### src/rtl/burst_seq_pkg.sv
package burst_seq_pkg;

  typedef enum logic {
    ORD_INTERLEAVE = 1'b0,
    ORD_LINEAR     = 1'b1
  } burst_order_e;

endpackage

### src/rtl/burst_base_reg.sv
module burst_base_reg #(
  parameter int ADDR_W = 24
) (
  input  logic              clk,
  input  logic              rst_n,
  input  logic              load,
  input  logic [ADDR_W-1:0] addr_in,
  output logic [ADDR_W-1:0] base_q
);

  always_ff @(posedge clk) begin
    if (!rst_n) begin
      base_q <= '0;
    end else if (load) begin
      base_q <= addr_in;
    end
  end

  AST_BASE_HOLD: assert property (@(posedge clk) disable iff (!rst_n)
    !load |=> $stable(base_q));

endmodule

### src/rtl/burst_beat_ctr.sv
module burst_beat_ctr #(
  parameter int BEAT_W = 2
) (
  input  logic              clk,
  input  logic              rst_n,
  input  logic              load,
  input  logic              adv,
  output logic [BEAT_W-1:0] beat,
  output logic              active
);

  localparam logic [BEAT_W-1:0] LAST_BEAT = {BEAT_W{1'b1}};

  logic at_last;
  assign at_last = (beat == LAST_BEAT);

  always_ff @(posedge clk) begin
    if (!rst_n) begin
      beat   <= '0;
      active <= 1'b0;
    end else if (load) begin
      beat   <= '0;
      active <= 1'b1;
    end else if (adv && active) begin
      if (at_last) begin
        active <= 1'b0;
      end else begin
        beat <= beat + 1'b1;
      end
    end
  end

  AST_LOAD_WINS: assert property (@(posedge clk) disable iff (!rst_n)
    (load && adv) |=> (beat == '0) && active);

  AST_BEAT_STEP: assert property (@(posedge clk) disable iff (!rst_n)
    (!load && adv && active && !at_last) |=> (beat == $past(beat) + 1'b1) && active);

  AST_IDLE_HOLD: assert property (@(posedge clk) disable iff (!rst_n)
    (!load && !adv) |=> $stable(beat) && $stable(active));

  AST_BURST_END: assert property (@(posedge clk) disable iff (!rst_n)
    (!load && adv && active && at_last) |=> !active && $stable(beat));

  AST_IDLE_ADV: assert property (@(posedge clk) disable iff (!rst_n)
    (!load && !active) |=> !active && $stable(beat));

endmodule

### src/rtl/burst_order_map.sv
module burst_order_map
  import burst_seq_pkg::*;
#(
  parameter int BEAT_W = 2
) (
  input  logic [BEAT_W-1:0] start_lo,
  input  logic [BEAT_W-1:0] beat,
  input  burst_order_e      order,
  output logic [BEAT_W-1:0] lo_out
);

  logic [BEAT_W-1:0] lin_lo;
  logic [BEAT_W-1:0] ilv_lo;

  assign lin_lo = start_lo + beat;

  for (genvar gi = 0; gi < BEAT_W; gi++) begin : g_ilv
    assign ilv_lo[gi] = start_lo[gi] ^ beat[gi];
  end

  always_comb begin
    lo_out = (order == ORD_LINEAR) ? lin_lo : ilv_lo;
  end

  always_comb begin
    if (beat == '0) begin
      assert (lo_out == start_lo);
    end
  end

endmodule

### src/rtl/burst_addr_seq.sv
module burst_addr_seq
  import burst_seq_pkg::*;
#(
  parameter int ADDR_W = 24,
  parameter int BEAT_W = 2
) (
  input  logic              clk,
  input  logic              rst_n,
  input  logic              strobe_cpu,
  input  logic              strobe_ctl,
  input  logic              advance,
  input  logic              order_linear,
  input  logic [ADDR_W-1:0] ext_addr,
  output logic [ADDR_W-1:0] word_addr,
  output logic              burst_active
);

  localparam int HI_W = ADDR_W - BEAT_W;

  logic              load;
  logic [ADDR_W-1:0] base_q;
  logic [BEAT_W-1:0] beat;
  logic [BEAT_W-1:0] lo_bits;
  burst_order_e      order;

  assign load  = strobe_cpu | strobe_ctl;
  assign order = burst_order_e'(order_linear);

  burst_base_reg #(.ADDR_W(ADDR_W)) u_base (
    .clk     (clk),
    .rst_n   (rst_n),
    .load    (load),
    .addr_in (ext_addr),
    .base_q  (base_q)
  );

  burst_beat_ctr #(.BEAT_W(BEAT_W)) u_ctr (
    .clk    (clk),
    .rst_n  (rst_n),
    .load   (load),
    .adv    (advance),
    .beat   (beat),
    .active (burst_active)
  );

  burst_order_map #(.BEAT_W(BEAT_W)) u_map (
    .start_lo (base_q[BEAT_W-1:0]),
    .beat     (beat),
    .order    (order),
    .lo_out   (lo_bits)
  );

  assign word_addr = {base_q[ADDR_W-1:BEAT_W], lo_bits};

  AST_LOAD_CAPTURE: assert property (@(posedge clk) disable iff (!rst_n)
    load |=> (word_addr == $past(ext_addr)) && burst_active);

  AST_UPPER_FIXED: assert property (@(posedge clk) disable iff (!rst_n)
    !load |=> $stable(word_addr[ADDR_W-1:BEAT_W]));

  AST_HI_WIDTH: assert property (@(posedge clk) disable iff (!rst_n)
    load |=> (word_addr[ADDR_W-1:ADDR_W-HI_W] == $past(ext_addr[ADDR_W-1:ADDR_W-HI_W])));

endmodule

### config.mk
export PLATFORM = sky130hd
export DESIGN_NAME = burst_addr_seq
export DESIGN_NICKNAME = d
export VERILOG_FILES = /design/src/rtl/burst_seq_pkg.sv /design/src/rtl/burst_base_reg.sv /design/src/rtl/burst_beat_ctr.sv /design/src/rtl/burst_order_map.sv /design/src/rtl/burst_addr_seq.sv
export SDC_FILE = /design/constraint.sdc
export NUM_CORES = 1
export LEC_CHECK = 0
export ABC_AREA = 1
export BUFFER_PORTS_ARGS = -buffer_cell sky130_fd_sc_hd__buf_4
export CORE_MARGIN = 4
export CORE_UTILIZATION = 49
export DETAILED_ROUTE_END_ITERATION = 7
export GPL_TIMING_DRIVEN = 0
export PLACE_DENSITY = 0.83
export SLEW_MARGIN = 20
export SYNTH_ARGS = -nofsm -noshare
export SYNTH_HDL_FRONTEND = slang
export SYNTH_HIERARCHICAL = 1
export SYNTH_SLANG_ARGS = --single-unit
### constraint.sdc
create_clock -name clk -period 1.65 [get_ports clk]
set_input_delay 0.165 -clock clk [delete_from_list [all_inputs] [get_ports clk]]
set_output_delay 0.165 -clock clk [all_outputs]
set_load 0.01 [all_outputs]
==> flow_summary.ini <==
[final_layout]
final_area_sq_um = 1660
nets = 280
drive_above_1_share_pct = 25.9
area_delta_synth_final_pct = 39.0
postLayoutCoreUtil_pct = 73.1
diodes = 0
n_fill_cell = 212
instances_no_fill = 275

[die]
core_region_area_sq_um = 2280
die_w_um = 57.4
die-area_sq_um = 3300
core.rowCount = 17
io_pins = 55
start_util_pct = 52.6
die_h_um = 57.4

[timing]
max-slew-margin-rel_pct = 87.4
timing.fmax_ghz = 0.697
setup_tns_ns = 0
worst_slew_pin_slew_ns = 0.189
timing_hold_violations_final = 0
fin_hold_ws_ns = 0.0981
setup_viol = 0
grt_setup_unrepaired = false
clock_skew_ns = 0.0000589
layout_min_cycle_time_ns = 1.44
finalMaxSlewViolations = 0
period_share_pct = 87.0
setup_ws_ns = 0.215

[clock_tree]
cts_made_buffers = 3
tritoncts = yes
cts-resized-gates = 0
clk_pin_slew_ns = 0.14
ctsHoldBuffers = 0
clockBufferDepth = 2
post_cts_buffers = 0
h-tree-depth = 1
clkLatencyLatePin_ns = 0.31
clockRootBuffer = clkbuf_4
cts.sinks = 27

[place]
hpwlAfterDp_um = 2020
dp_slack_ns = 0.568
placed_cell_area_sq_um = 1640
port_buffers = 54
dpl.cell_count = 271
finalWeightedCongestion = 0.708

[setup_path]
reg2reg_slack_ns = 0.65
cp_max_fo = 4
startpoint_type = flop
crit_type = reg -> out
cp_top_family = flip-flops
arrival_ns = 1.27
cpPeakStageDelay_ns = 0.41
cp_num_buf_inv = 3
timing.rr.start = u_ctr/beat[0]$_SDFFE_PP0P_
crit_required_ns = 1.48
crit_slowest_cell = dfxtp_1
startpoint = u_ctr/beat[0]$_SDFFE_PP0P_
reg2reg_depth = 6
path_cells = ha_1 -> nand2_1 -> inv_1 -> nand3_1 -> nand2_1 -> inv_1 -> buf_4
r2r_end = u_ctr/beat[1]$_SDFFE_PP0P_
crit_path_end_kind = primary output

[power]
vdd_drop_max_uv = 629
p_leak_nw = 1.02
p_per_area_nw_per_um2 = 763
power_mw = 1.27

[global_route]
grt.total_usage_pct = 16.1
antenna_found_initial = 0
grt_remaining_overflow = 0
grt_pass1_vias = 1039
grt_max_degree = 15
grt_pass1_wl_um = 4260

[yosys]
synth_largest_area_cell = dfxtp_1
yosysSeqAreaShare_pct = 45.1
syn_area_sq_um = 1200
synthTopCellsByArea = dfxtp_1 45%, nand2_1 19%, nor2_1 17%
yosys.area.top_type_share_pct = 45.1
synth-main-ff-cell = dfxtp_1
syn_nets = 221
synth.avg_cell_area_sq_um = 6.34
ys_warn_count = 6
synth_most_common_cell = nand2_1
yosysUniqueCellTypes = 11
synthArstFlopShare_pct = 0
synth_cells = 189
synthTopCellsByCount = 60 x nand2_1, 55 x nor2_1, 33 x inv_1, 27 x dfxtp_1, 4 x buf_2
ys_ff_latch = 27
synth-edff-count = 0

[worst_hold_path]
hold_class = in -> reg
holdPathEnd = u_base/base_q[21]$_SDFFE_PN0P_
min-delay-start = rst_n
whs_path_depth = 3

[route]
drtAntennaViolNets = 0
drc = 0
routedWlPerCell_um = 9.28
drt_iter0_drc = 20
routed_via_density = 4.36
routed_wl_um = 2550
via_count = 1199
firstDrtPassIters = 3

[run_status]
outcome = complete, no violations

[run]
drv_cap = 0
==> per-layer routing <==
layer  track usage [%]  vias up  wire length (um)
li1                  -      656                 -
met1              18.7      507              1090
met2              28.7       34              1240
met3              4.30        2               195
met4              4.97        0                21
met5                 0        -                 0
==> flip-flops by register name (all words and copies together) (netlist names) <==
name	cells
u_ctr/beat	2
u_ctr/active	1
u_base/base_q	24
==> layout by cell type (no fill, tap or decap) <==
cell and n:
nand2_1 60, buf_4 55, nor2_1 55, inv_1 33, dfxtp_1 27, buf_2 4, clkbuf_4 3, nand3_1 3
buf_6 2, ha_1 2, clkbuf_1 1, a21oi_1 1, nand4_1 1
==> logic make-up (layout without fill, tap and decap cells) <==
logic type	count (synthesis)	count (layout)	share of synthesized area (%)
buf+inv	40	98	14.5
flops	27	27	45.1
simple gates	119	119	37.8
fa+ha+maj	2	2	2.09
compound gates	1	1	0.418
==> final cells by class <==
type | count | area [sq um] | share of cell area, %
flip-flops and latches | 27 | 541 | 32.5
repair buffers | 54 | 405 | 24.4
plain buffers | 7 | 50.0 | 3.01
well taps | 28 | 35.0 | 2.11
multi-input cells | 122 | 483 | 29.0
clock buffers | 4 | 26.3 | 1.58
inverters | 33 | 124 | 7.44
==> power by group <==
| group | total (mW) | leakage, nW | internal (mW) | switching, mW |
|---|---|---|---|---|
| registers | 0.723 | 0.225 | 0.697 | 0.0256 |
| clock network | 0.276 | 0.0150 | 0.0946 | 0.182 |
| logic | 0.270 | 0.784 | 0.145 | 0.125 |
==> worst max-delay path by stage <==
stage | end | slack, ns | depth (start not counted)
6_report | word_addr[1] | 0.21 | 7
3_3_place_gp | word_addr[1] | 0.58 | 7
2_1_floorplan | word_addr[1] | 0.70 | 6
4_1_cts | word_addr[1] | 0.19 | 7
3_5_place_dp | word_addr[1] | 0.57 | 7
5_1_grt | word_addr[1] | 0.09 | 7
==> worst min-delay path: stages <==
cell and delay [ns]:
buf_4 0.14, nand2_1 0.06, nor2_1 0.03
No activity file was read; power rests on OpenSTA's default activity.
